**config.mk**
```make
export PLATFORM = sky130hd
export DESIGN_NAME = mgather_top
export DESIGN_NICKNAME = d
export VERILOG_FILES = /design/src/rtl/mgather_pkg.sv /design/src/rtl/mgather_pick.sv /design/src/rtl/mgather_lanes.sv /design/src/rtl/mgather_ctrl.sv /design/src/rtl/mgather_top.sv
export SDC_FILE = /design/constraint.sdc
export NUM_CORES = 1
export LEC_CHECK = 0
export ABC_AREA = 1
export BUFFER_PORTS_ARGS = -buffer_cell sky130_fd_sc_hd__buf_2
export CORE_AREA = 2 2 344 346
export CTS_CLUSTER_SIZE = 20
export DETAILED_ROUTE_END_ITERATION = 8
export DIE_AREA = 0 0 346 348
export GPL_TIMING_DRIVEN = 0
export SLEW_MARGIN = 20
export SYNTH_ARGS = -nofsm -noshare
export SYNTH_HDL_FRONTEND = slang
export SYNTH_SLANG_ARGS = --single-unit
```
**constraint.sdc**
```tcl
create_clock -name clk -period 7.1 [get_ports clk]
set_input_delay 1.775 -clock clk [delete_from_list [all_inputs] [get_ports clk]]
set_output_delay 1.775 -clock clk [all_outputs]
set_load 0.005 [all_outputs]
```
**src/rtl/mgather_pkg.sv**
```systemverilog
package mgather_pkg;

  typedef enum logic [1:0] {
    G_IDLE = 2'd0,
    G_PICK = 2'd1,
    G_REQ  = 2'd2,
    G_WAIT = 2'd3
  } gstate_e;

  // Element address: base plus index scaled by the 4-byte element size, 32-bit wrap.
  function automatic logic [31:0] lane_addr(input logic [31:0] base, input logic [31:0] idx);
    return base + {idx[29:0], 2'b00};
  endfunction

endpackage

```
**src/rtl/mgather_pick.sv**
```systemverilog
module mgather_pick #(
  parameter int LANES   = 8,
  parameter int LW      = 3,
  parameter bit DESCEND = 1'b1
) (
  input  logic             clk,
  input  logic             rst_n,
  input  logic [LANES-1:0] cand_i,
  output logic             any_o,
  output logic [LW-1:0]    lane_o
);

  assign any_o = |cand_i;

  generate
    if (DESCEND) begin : g_desc
      // Later iterations win: highest set lane is chosen.
      always_comb begin
        lane_o = '0;
        for (int i = 0; i < LANES; i++) begin
          if (cand_i[i]) lane_o = LW'(i);
        end
      end
    end else begin : g_asc
      always_comb begin
        lane_o = '0;
        for (int i = LANES - 1; i >= 0; i--) begin
          if (cand_i[i]) lane_o = LW'(i);
        end
      end
    end
  endgenerate

  // the chosen lane is always a candidate.
  p_pick_valid_r10: assert property (@(posedge clk) disable iff (!rst_n)
    any_o |-> cand_i[lane_o]);

endmodule

```
**src/rtl/mgather_lanes.sv**
```systemverilog
module mgather_lanes #(
  parameter int LANES = 8,
  parameter int LW    = 3,
  parameter int DW    = 32
) (
  input  logic                       clk,
  input  logic                       rst_n,
  input  logic                       load_i,
  input  logic [LANES-1:0][DW-1:0]   dest_i,
  input  logic [LANES-1:0]           mask_i,
  input  logic                       wr_en_i,
  input  logic [LW-1:0]              wr_lane_i,
  input  logic [DW-1:0]              wr_data_i,
  input  logic                       wr_fault_i,
  output logic [LANES-1:0][DW-1:0]   data_o,
  output logic [LANES-1:0]           mask_o,
  output logic [LANES-1:0]           flt_o
);

  logic [LANES-1:0][DW-1:0] data_q;
  logic [LANES-1:0]         mask_q;
  logic [LANES-1:0]         flt_q;

  generate
    for (genvar g = 0; g < LANES; g++) begin : g_lane
      logic hit;
      assign hit = wr_en_i && (wr_lane_i == LW'(g));

      always_ff @(posedge clk or negedge rst_n) begin
        if (!rst_n) begin
          data_q[g] <= '0;
          mask_q[g] <= 1'b0;
          flt_q[g]  <= 1'b0;
        end else if (load_i) begin
          data_q[g] <= dest_i[g];
          mask_q[g] <= mask_i[g];
          flt_q[g]  <= 1'b0;
        end else if (hit) begin
          if (wr_fault_i) begin
            flt_q[g] <= 1'b1;
          end else begin
            data_q[g] <= wr_data_i;
            mask_q[g] <= 1'b0;
          end
        end
      end
    end
  endgenerate

  assign data_o = data_q;
  assign mask_o = mask_q;
  assign flt_o  = flt_q;

  // a response only ever lands on a lane that was still pending.
  p_write_pending_r1: assert property (@(posedge clk) disable iff (!rst_n)
    wr_en_i |-> mask_q[wr_lane_i]);

  // a clean response clears the written lane's bit.
  p_clear_on_load_r2: assert property (@(posedge clk) disable iff (!rst_n)
    (wr_en_i && !wr_fault_i && !load_i) |=> !mask_q[$past(wr_lane_i)]);

  // a faulting lane keeps its pending bit.
  p_keep_on_fault_r5: assert property (@(posedge clk) disable iff (!rst_n)
    (wr_en_i && wr_fault_i && !load_i) |=> mask_q[$past(wr_lane_i)]);

endmodule

```
**src/rtl/mgather_ctrl.sv**
```systemverilog
module mgather_ctrl
  import mgather_pkg::*;
#(
  parameter int LANES = 8,
  parameter int LW    = 3,
  parameter int DW    = 32
) (
  input  logic                     clk,
  input  logic                     rst_n,
  input  logic                     start_i,
  input  logic [31:0]              base_i,
  input  logic [LANES-1:0][31:0]   index_i,
  input  logic                     irq_i,
  input  logic                     cand_any_i,
  input  logic [LW-1:0]            pick_lane_i,
  input  logic [LANES-1:0]         flt_i,
  output logic                     mem_req_o,
  output logic [31:0]              mem_addr_o,
  input  logic                     mem_gnt_i,
  input  logic                     mem_rsp_valid_i,
  input  logic [DW-1:0]            mem_rsp_data_i,
  input  logic                     mem_rsp_fault_i,
  output logic                     load_o,
  output logic                     wr_en_o,
  output logic [LW-1:0]            wr_lane_o,
  output logic [DW-1:0]            wr_data_o,
  output logic                     wr_fault_o,
  output logic                     done_o,
  output logic                     fault_o,
  output logic [LW-1:0]            fault_lane_o,
  output logic                     intr_o
);

  gstate_e                 st_q;
  logic [31:0]             base_q;
  logic [LANES-1:0][31:0]  idx_q;
  logic [LW-1:0]           lane_q;
  logic [31:0]             addr_q;
  logic                    got_q;
  logic                    done_q, fault_q, intr_q;
  logic [LW-1:0]           flane_q;
  logic [LW-1:0]           low_flt;

  // Named internal events for the assertions.
  logic ev_finish, ev_take_irq, ev_issue, ev_grant, ev_resp;

  always_comb begin
    low_flt = '0;
    for (int i = LANES - 1; i >= 0; i--) begin
      if (flt_i[i]) low_flt = LW'(i);
    end
  end

  assign ev_finish   = (st_q == G_PICK) && !cand_any_i;
  assign ev_take_irq = (st_q == G_PICK) && cand_any_i && irq_i && got_q;
  assign ev_issue    = (st_q == G_PICK) && cand_any_i && !(irq_i && got_q);
  assign ev_grant    = (st_q == G_REQ) && mem_gnt_i;
  assign ev_resp     = (st_q == G_WAIT) && mem_rsp_valid_i;

  always_ff @(posedge clk or negedge rst_n) begin
    if (!rst_n) begin
      st_q    <= G_IDLE;
      base_q  <= '0;
      idx_q   <= '0;
      lane_q  <= '0;
      addr_q  <= '0;
      got_q   <= 1'b0;
      done_q  <= 1'b0;
      fault_q <= 1'b0;
      intr_q  <= 1'b0;
      flane_q <= '0;
    end else begin
      done_q  <= 1'b0;
      fault_q <= 1'b0;
      intr_q  <= 1'b0;
      unique case (st_q)
        G_IDLE: begin
          if (start_i) begin
            base_q <= base_i;
            idx_q  <= index_i;
            got_q  <= 1'b0;
            st_q   <= G_PICK;
          end
        end
        G_PICK: begin
          if (ev_finish) begin
            if (|flt_i) begin
              fault_q <= 1'b1;
              flane_q <= low_flt;
            end else begin
              done_q <= 1'b1;
            end
            st_q <= G_IDLE;
          end else if (ev_take_irq) begin
            intr_q <= 1'b1;
            st_q   <= G_IDLE;
          end else begin
            lane_q <= pick_lane_i;
            addr_q <= lane_addr(base_q, idx_q[pick_lane_i]);
            st_q   <= G_REQ;
          end
        end
        G_REQ: begin
          if (mem_gnt_i) st_q <= G_WAIT;
        end
        G_WAIT: begin
          if (mem_rsp_valid_i) begin
            got_q <= 1'b1;
            st_q  <= G_PICK;
          end
        end
        default: st_q <= G_IDLE;
      endcase
    end
  end

  assign load_o       = (st_q == G_IDLE) && start_i;
  assign mem_req_o    = (st_q == G_REQ);
  assign mem_addr_o   = addr_q;
  assign wr_en_o      = ev_resp;
  assign wr_lane_o    = lane_q;
  assign wr_data_o    = mem_rsp_data_i;
  assign wr_fault_o   = mem_rsp_fault_i;
  assign done_o       = done_q;
  assign fault_o      = fault_q;
  assign fault_lane_o = flane_q;
  assign intr_o       = intr_q;

  // the interrupt is never taken while a request is outstanding.
  p_irq_between_r7: assert property (@(posedge clk) disable iff (!rst_n)
    intr_o |-> $past(st_q == G_PICK) && got_q);

  // the request is held with a stable address until granted.
  p_req_hold_r9: assert property (@(posedge clk) disable iff (!rst_n)
    (mem_req_o && !mem_gnt_i) |=> (mem_req_o && $stable(mem_addr_o)));

  // after a grant the block waits for the response and issues nothing new.
  p_one_outstanding_r9: assert property (@(posedge clk) disable iff (!rst_n)
    ev_grant |=> !mem_req_o);

endmodule

```
**src/rtl/mgather_top.sv**
```systemverilog
module mgather_top #(
  parameter int LANES   = 8,
  parameter int DW      = 32,
  parameter bit DESCEND = 1'b1,
  localparam int LW     = (LANES > 1) ? $clog2(LANES) : 1
) (
  input  logic                  clk,
  input  logic                  rst_n,
  input  logic                  start_i,
  input  logic [31:0]           base_i,
  input  logic [LANES*32-1:0]   index_i,
  input  logic [LANES-1:0]      mask_i,
  input  logic [LANES*DW-1:0]   dest_i,
  input  logic                  irq_i,
  output logic                  mem_req_o,
  output logic [31:0]           mem_addr_o,
  input  logic                  mem_gnt_i,
  input  logic                  mem_rsp_valid_i,
  input  logic [DW-1:0]         mem_rsp_data_i,
  input  logic                  mem_rsp_fault_i,
  output logic [LANES*DW-1:0]   data_o,
  output logic [LANES-1:0]      mask_o,
  output logic                  done_o,
  output logic                  fault_o,
  output logic [LW-1:0]         fault_lane_o,
  output logic                  intr_o
);

  logic [LANES-1:0][31:0]  idx_w;
  logic [LANES-1:0][DW-1:0] dest_w, data_w;
  logic [LANES-1:0]        mask_w, flt_w, cand_w;
  logic                    cand_any;
  logic [LW-1:0]           pick_lane;
  logic                    load_w, wr_en, wr_fault;
  logic [LW-1:0]           wr_lane;
  logic [DW-1:0]           wr_data;

  assign idx_w  = index_i;
  assign dest_w = dest_i;
  assign cand_w = mask_w & ~flt_w;

  mgather_lanes #(.LANES(LANES), .LW(LW), .DW(DW)) u_lanes (
    .clk(clk), .rst_n(rst_n), .load_i(load_w), .dest_i(dest_w), .mask_i(mask_i),
    .wr_en_i(wr_en), .wr_lane_i(wr_lane), .wr_data_i(wr_data), .wr_fault_i(wr_fault),
    .data_o(data_w), .mask_o(mask_w), .flt_o(flt_w)
  );

  mgather_pick #(.LANES(LANES), .LW(LW), .DESCEND(DESCEND)) u_pick (
    .clk(clk), .rst_n(rst_n), .cand_i(cand_w), .any_o(cand_any), .lane_o(pick_lane)
  );

  mgather_ctrl #(.LANES(LANES), .LW(LW), .DW(DW)) u_ctrl (
    .clk(clk), .rst_n(rst_n), .start_i(start_i), .base_i(base_i), .index_i(idx_w),
    .irq_i(irq_i), .cand_any_i(cand_any), .pick_lane_i(pick_lane), .flt_i(flt_w),
    .mem_req_o(mem_req_o), .mem_addr_o(mem_addr_o), .mem_gnt_i(mem_gnt_i),
    .mem_rsp_valid_i(mem_rsp_valid_i), .mem_rsp_data_i(mem_rsp_data_i),
    .mem_rsp_fault_i(mem_rsp_fault_i), .load_o(load_w), .wr_en_o(wr_en),
    .wr_lane_o(wr_lane), .wr_data_o(wr_data), .wr_fault_o(wr_fault),
    .done_o(done_o), .fault_o(fault_o), .fault_lane_o(fault_lane_o), .intr_o(intr_o)
  );

  assign data_o = data_w;
  assign mask_o = mask_w;

  logic [LANES-1:0] below_flane;
  assign below_flane = (LANES'(1) << fault_lane_o) - LANES'(1);

  // completion, fault and interrupt never coincide.
  p_excl_r9: assert property (@(posedge clk) disable iff (!rst_n)
    $onehot0({done_o, fault_o, intr_o}));

  // every pulse lasts a single cycle.
  p_pulse_r9: assert property (@(posedge clk) disable iff (!rst_n)
    (done_o || fault_o || intr_o) |=> !(done_o || fault_o || intr_o));

  // done only with nothing pending.
  p_done_empty_r8: assert property (@(posedge clk) disable iff (!rst_n)
    done_o |-> (mask_o == '0));

  // the reported lane is the lowest pending lane.
  p_fault_lowest_r4: assert property (@(posedge clk) disable iff (!rst_n)
    fault_o |-> (mask_o[fault_lane_o] && ((mask_o & below_flane) == '0)));

endmodule

```
==> results_dict.tcl, run 1 <==
set metrics [dict create \
    port_buffers 877 \
    hpwl_um 129000 \
    area_delta_synth_final_pct 33.9 \
    syn-cell-area_mm2 0.0268 \
    grt_pass1_vias 27538 \
    ys_seq_area_share_pct 54.8 \
    reg2reg_depth 18 \
    seq_area_mm2 0.0147 \
    fillers 12799 \
    ctsLongestPathBuffers 3 \
    vias 28781 \
    status "finished clean" \
    leakage_nw 17.6 \
    finClkSkew_ns 0.0520 \
    cp_data_arrival_time_ns 5.39 \
    critPathRequiredTime_ns 7.64 \
    maxSlewViolCount 0 \
    synth_area_leaders "dfrtp_1, nand2_1, a31oi_1" \
    holdPathEnd "u_ctrl.mem_addr_o[0]" \
    min_path_cells 2 \
    drtAntennaViolNets 0 \
    drt_iter0_drc 3025 \
    synth_top_cell_by_area "dfrtp_1" \
    rrSetupSlack_ns 2.25 \
    max_freq_mhz 206 \
    final-setup-viol-count 0 \
    overflow 0 \
    setup_ws_ns 2.25 \
    drv_cap 0 \
    hold_viol_final 0 \
    postCtsSetupRepairBufs 0 \
    track_usage_pct 25.7 \
    min_from "u_ctrl.base_q[0]" \
    synth_nets 3928 \
    finish.utilization_pct 30.7 \
    gp_congestion 0.958 \
    via_per_inst 4.89 \
    grt_antenna_before_repair 73 \
    critPathMaxFanout 10 \
    drive_above_1_share_pct 25.6 \
    pre_cts_slack_ns 2.28 \
    rows 126 \
    drc 0 \
    min_period_over_period_pct 68.3 \
    avgSynthCellArea_um2 8.13 \
    cts_resized 0 \
    cts_hold_buf 0 \
    wirelength_um 160000 \
    fin_total_pwr_mw 21.7 \
    crit_type "reg -> reg" \
    synth_cell_types 44 \
    rsz0062_at_grt "no" \
    synth_ff_type "dfrtp_1" \
    synth_top_area_share_pct 54.8 \
    clock-sinks 588 \
    multi_input_area_mm2 0.0110 \
    drt_first_pass_iters 5 \
    dpl_cell_area_mm2 0.0334 \
    die_h_um 348 \
    cts_made_buffers 72 \
    fin_area_mm2 0.0359 \
    grt_pass1_wl_um 216000 \
    tightest_slew_ns 1.21 \
    h-tree-depth 3 \
    cts_tree "done" \
    synthCells 3302 \
    finalSetupTns_ns 0 \
    synth-seq-cells 588 \
    start_kind "flop" \
    fin_nets 4887 \
    hold_path.class "reg -> reg" \
    top_level_ports 894 \
    synthTopCellsByCount "nand2_1, dfrtp_1, nor2_1" \
    synthArstFlopShare_pct 100 \
    clock_latency_ns 0.66 \
    yosysMostFrequentCell "nand2_1" \
    ys_warn_count 0 \
    power_density_mw_per_mm2 604 \
    fin_crit_ns 4.85 \
    rr_startpoint "u_lanes.mask_o[6]" \
    timing.rr.end "u_ctrl.mem_addr_o[31]" \
    synth_edf_count 0 \
    core_mm2 0.117 \
    avgRoutedWirePerCell_um 27.2 \
    fp.dieW_um 346 \
    cts-root-buf "clkbuf_16" \
    peakVddDrop_mv 0.428 \
    start_util_pct 22.9 \
    crit_path_end_kind "flop" \
    dieArea_mm2 0.120 \
    relSlewSlack_pct 19.5 \
    grt_max_degree 92 \
    path_clk_slew_ns 0.06 \
]
## how the worst max path moves through the flow
stage	start	to	slack (ns)
2_1_floorplan	u_lanes.flt_o[1]	u_ctrl.mem_addr_o[26]	3.88
3_3_place_gp	rst_n	u_lanes.data_o[51]	-8.92
3_5_place_dp	u_lanes.mask_o[4]	u_ctrl.mem_addr_o[31]	2.28
4_1_cts	u_lanes.mask_o[4]	u_ctrl.mem_addr_o[31]	2.27
5_1_grt	u_lanes.mask_o[4]	u_ctrl.mem_addr_o[31]	2.02
6_report	u_lanes.mask_o[6]	u_ctrl.mem_addr_o[31]	2.25
## registers in the layout, indices dropped and copies added, names as in the netlist
register             cells
u_ctrl.idx_q           240
u_ctrl.fault_lane_o      3
u_lanes.mask_o           8
u_lanes.data_o         256
u_ctrl.intr_o            1
u_ctrl.fault_o           1
u_ctrl.done_o            1
u_ctrl.got_q             1
u_ctrl.wr_lane_o         3
u_ctrl.mem_addr_o       32
u_ctrl.base_q           32
u_lanes.flt_o            8
u_ctrl.st_q              2
## final cells by class
| class | instances | area share, % |
|---|---|---|
| well taps | 1536 | 5.35 |
| plain buffers | 195 | 2.47 |
| repair buffers | 885 | 12.9 |
| clock buffers | 98 | 5.82 |
| flip-flops and latches | 588 | 41.0 |
| clock inverters | 30 | 1.03 |
| diodes | 33 | 0.230 |
| multi-input cells | 2451 | 30.6 |
| inverters | 68 | 0.711 |
## kinds of logic (layout without fill, tap and decap cells)
family | after synthesis | in the layout | synth area share [%]
adders and majority gates | 35 | 35 | 1.66
muxes | 1 | 1 | 0.0373
AOI/OAI and AO/OA | 477 | 477 | 10.8
buffers and inverters | 263 | 1276 | 4.23
xor gates and xnor gates | 18 | 18 | 0.588
and+or+nand+nor | 1920 | 1920 | 27.8
DFF | 588 | 588 | 54.8
other | 0 | 33 | 0
## cells in the final DEF (no fill, tap or decap), types with 3 or more instances in the layout
cell type      n
nand3b_1       3
buf_16         8
a21oi_1       72
clkbuf_1     114
nor3_1         9
clkinvlp_4     5
a31oi_1      257
buf_2        941
o21ai_0       58
o21ai_1       41
or2_2          4
xor2_1        11
dfrtp_1      588
nand3_1      125
o211ai_1       3
nand4_1        4
a32o_1        30
inv_1         61
clkbuf_8      17
inv_6          3
nor2_1       304
clkbuf_2       4
clkinv_2      12
bufinv_16      4
o21bai_1       3
nand2_2        3
inv_2          7
ha_1          34
buf_1         10
buf_6          8
nand2_1     1459
diode_2       33
o22ai_1        3
clkbuf_16     73
xnor2_1        7
## power by group
part	internal, mW	switching [mW]	leakage (nW)
clock network	2.24	1.64	1.20
logic	3.73	8.08	9.40
registers	4.99	1.01	6.99
## per-stage QoR
stage          hold WS (ns)  cells
2_1_floorplan         0.449   3302
3_3_place_gp          0.454   5715
3_5_place_dp          0.458   5723
4_1_cts               0.473   5851
5_1_grt               0.488   5859
6_report              0.476   5884
## worst max-delay path, stage by stage, from the launching register on
cell and delay (ns):
dfrtp_1 0.48, nand2_1 0.16, nand2_2 0.09, inv_1 0.06
nand2_1 0.22, inv_2 0.29, clkbuf_1 0.75, a32o_1 0.45
o21ai_1 0.23, ha_1 0.44, a21oi_1 0.20, o21ai_0 0.13
a21oi_1 0.19, nand3_1 0.27, nand3_1 0.15, nand3_1 0.12
nand3b_1 0.19, nand3_1 0.21, nand2_1 0.08
## per-layer routing
layer / routed length (µm) / global-route usage, %
met5: 379 / 0
met4: 7180 / 10.9
met3: 18100 / 8.84
met2: 68500 / 38.4
met1: 65600 / 33.6
Power figures use the tool's default switching activity.
==> run 2, diff against run 1 <==
clock period = 4.9 ns   (was 7.1 ns; I/O delays follow)
==> results_dict.tcl, run 2 (synthesized netlist as in run 1, its figures left out) <==
set metrics [dict create \
    status "finished clean" \
    p_comb_share_pct 54.4 \
    start_util_pct 22.9 \
    critPathRequiredTime_ns 5.44 \
    crit_type "reg -> reg" \
    track_usage_pct 25.7 \
    drv_cap 0 \
    leakage_nw 17.6 \
    vias 28829 \
    p_sw_mw 15.6 \
    gp_congestion 0.958 \
    cts-root-buf "clkbuf_16" \
    drc 0 \
    min_path_cells 2 \
    pwr-share-clk_pct 17.9 \
    core_mm2 0.117 \
    top_level_ports 894 \
    dp.cells 5723 \
    avgRoutedWirePerCell_um 27.2 \
    final-setup-viol-count 0 \
    cts_tree "done" \
    drtAntennaViolNets 0 \
    drive_above_1_share_pct 25.7 \
    holdPathEnd "u_ctrl.mem_addr_o[0]" \
    start_kind "flop" \
    area_delta_synth_final_pct 33.9 \
    clock_latency_ns 0.66 \
    maxSlewViolCount 0 \
    setup_ws_ns 0.199 \
    max_freq_mhz 213 \
    grt_pass1_vias 27538 \
    cts_made_buffers 72 \
    drt_first_pass_iters 5 \
    overflow 0 \
    largest_reg_flops 256 \
    hold_viol_final 0 \
    min_period_over_period_pct 95.9 \
    h-tree-depth 3 \
    peakVddDrop_mv 0.619 \
    pre_cts_slack_ns 0.0802 \
    critPathMaxFanout 10 \
    timing.rr.end "u_ctrl.mem_addr_o[25]" \
    seqPwrFrac_pct 27.7 \
    rows 126 \
    fillers 12801 \
    reg2reg_depth 21 \
    wirelength_um 160000 \
    rsz0062_at_grt "no" \
    postCtsSetupRepairBufs 0 \
    fin_crit_ns 4.70 \
    via_per_inst 4.90 \
    layout.cells.non_filler 5881 \
    final_common_cell "nand2_1" \
    fin_nets 4887 \
    ctsLongestPathBuffers 3 \
    layout_common_cells "nand2_1, buf_2, dfrtp_1" \
    path_clk_slew_ns 0.07 \
    internal-power_mw 15.9 \
    fin_total_pwr_mw 31.4 \
    hpwl_um 129000 \
    grt_pass1_wl_um 216000 \
    min_from "u_ctrl.base_q[0]" \
    finish.utilization_pct 30.7 \
    rr_startpoint "u_lanes.mask_o[6]" \
    tightest_slew_ns 1.19 \
    grt_antenna_before_repair 73 \
    hold_path.class "reg -> reg" \
    clock-sinks 588 \
    rrSetupSlack_ns 0.20 \
    relSlewSlack_pct 20.9 \
    crit_path_end_kind "flop" \
    drt_iter0_drc 3045 \
    grt_max_degree 92 \
    dieArea_mm2 0.120 \
    startpoint "u_lanes.mask_o[6]" \
    sw_frac_of_total_pct 49.5 \
    port_buffers 877 \
    cp_data_arrival_time_ns 5.24 \
    finalHoldWorstSlack_ns 0.472 \
    fp.dieW_um 346 \
    finClkSkew_ns 0.0514 \
    power_density_mw_per_mm2 875 \
    die_h_um 348 \
]
-- run 2: what timing repair did --
item / CTS / global route
gates resized for setup: 0 / 6
hold buffers: 0 / 0
setup endpoints to repair: 0 / 4
endpoints found under the hold margin: 0 / 0
-- run 2: per-stage QoR --
| stage | area [µm²] | setup TNS, ns |
|---|---|---|
| 6_report | 35900 | 0 |
| 5_1_grt | 35900 | 0 |
| 4_1_cts | 35800 | 0 |
| 3_5_place_dp | 33400 | 0 |
| 3_3_place_gp | 33100 | -6102.04 |
| 2_1_floorplan | 26800 | 0 |
-- run 2: critical path, stage by stage (launching register included) --
cell	delay, ns
dfrtp_1	0.47
nand2_1	0.16
nand2_2	0.09
inv_1	0.06
nand2_1	0.22
inv_2	0.29
clkbuf_4	0.32
buf_2	0.33
nand3_1	0.15
nand3_1	0.34
o21ai_1	0.16
ha_1	0.37
a21oi_1	0.23
o21ai_0	0.18
nand2_1	0.10
nand2_1	0.05
nand2_1	0.05
nand3_1	0.23
a21o_1	0.25
or2_2	0.27
nand3_1	0.15
nand2_1	0.08
-- run 2: power by group through the flow --
stage	combinational, mW	sequential (mW)	clock [mW]
final	17.1	8.69	5.62
after global routing	18.4	8.91	5.88
after CTS	16.9	8.64	5.70
after detailed placement	16.8	8.69	0
after global placement	16.7	8.66	0
after floorplan	9.27	8.44	0
-- run 2: per-layer routing --
metal	routed length [µm]	vias to the layer above	share of wire, %	track usage (%)
li1	-	12782	-	-
met1	66000	14062	41	33.6
met2	68700	1587	43	38.4
met3	17700	340	11	8.84
met4	7090	58	4.4	10.9
met5	379	-	0.24	0
-- run 2: layout make-up --
class	count	area [µm²]	share of cell area (%)
Multi-Input combinational cell	2451	11000	30.6
Tap cell	1536	1920	5.35
Inverter	68	255	0.711
Antenna cell	30	75.1	0.209
Clock buffer	98	2090	5.82
Timing Repair Buffer	885	4620	12.9
Clock inverter	30	369	1.03
Buffer	195	892	2.48
Sequential cell	588	14700	41.0
-- run 2: how the worst max path moves through the flow --
stage,to
after global placement,u_lanes.data_o[51]
after detailed placement,u_ctrl.mem_addr_o[31]
after global routing,u_ctrl.mem_addr_o[31]
after floorplan,u_ctrl.mem_addr_o[26]
after CTS,u_ctrl.mem_addr_o[31]
final,u_ctrl.mem_addr_o[25]
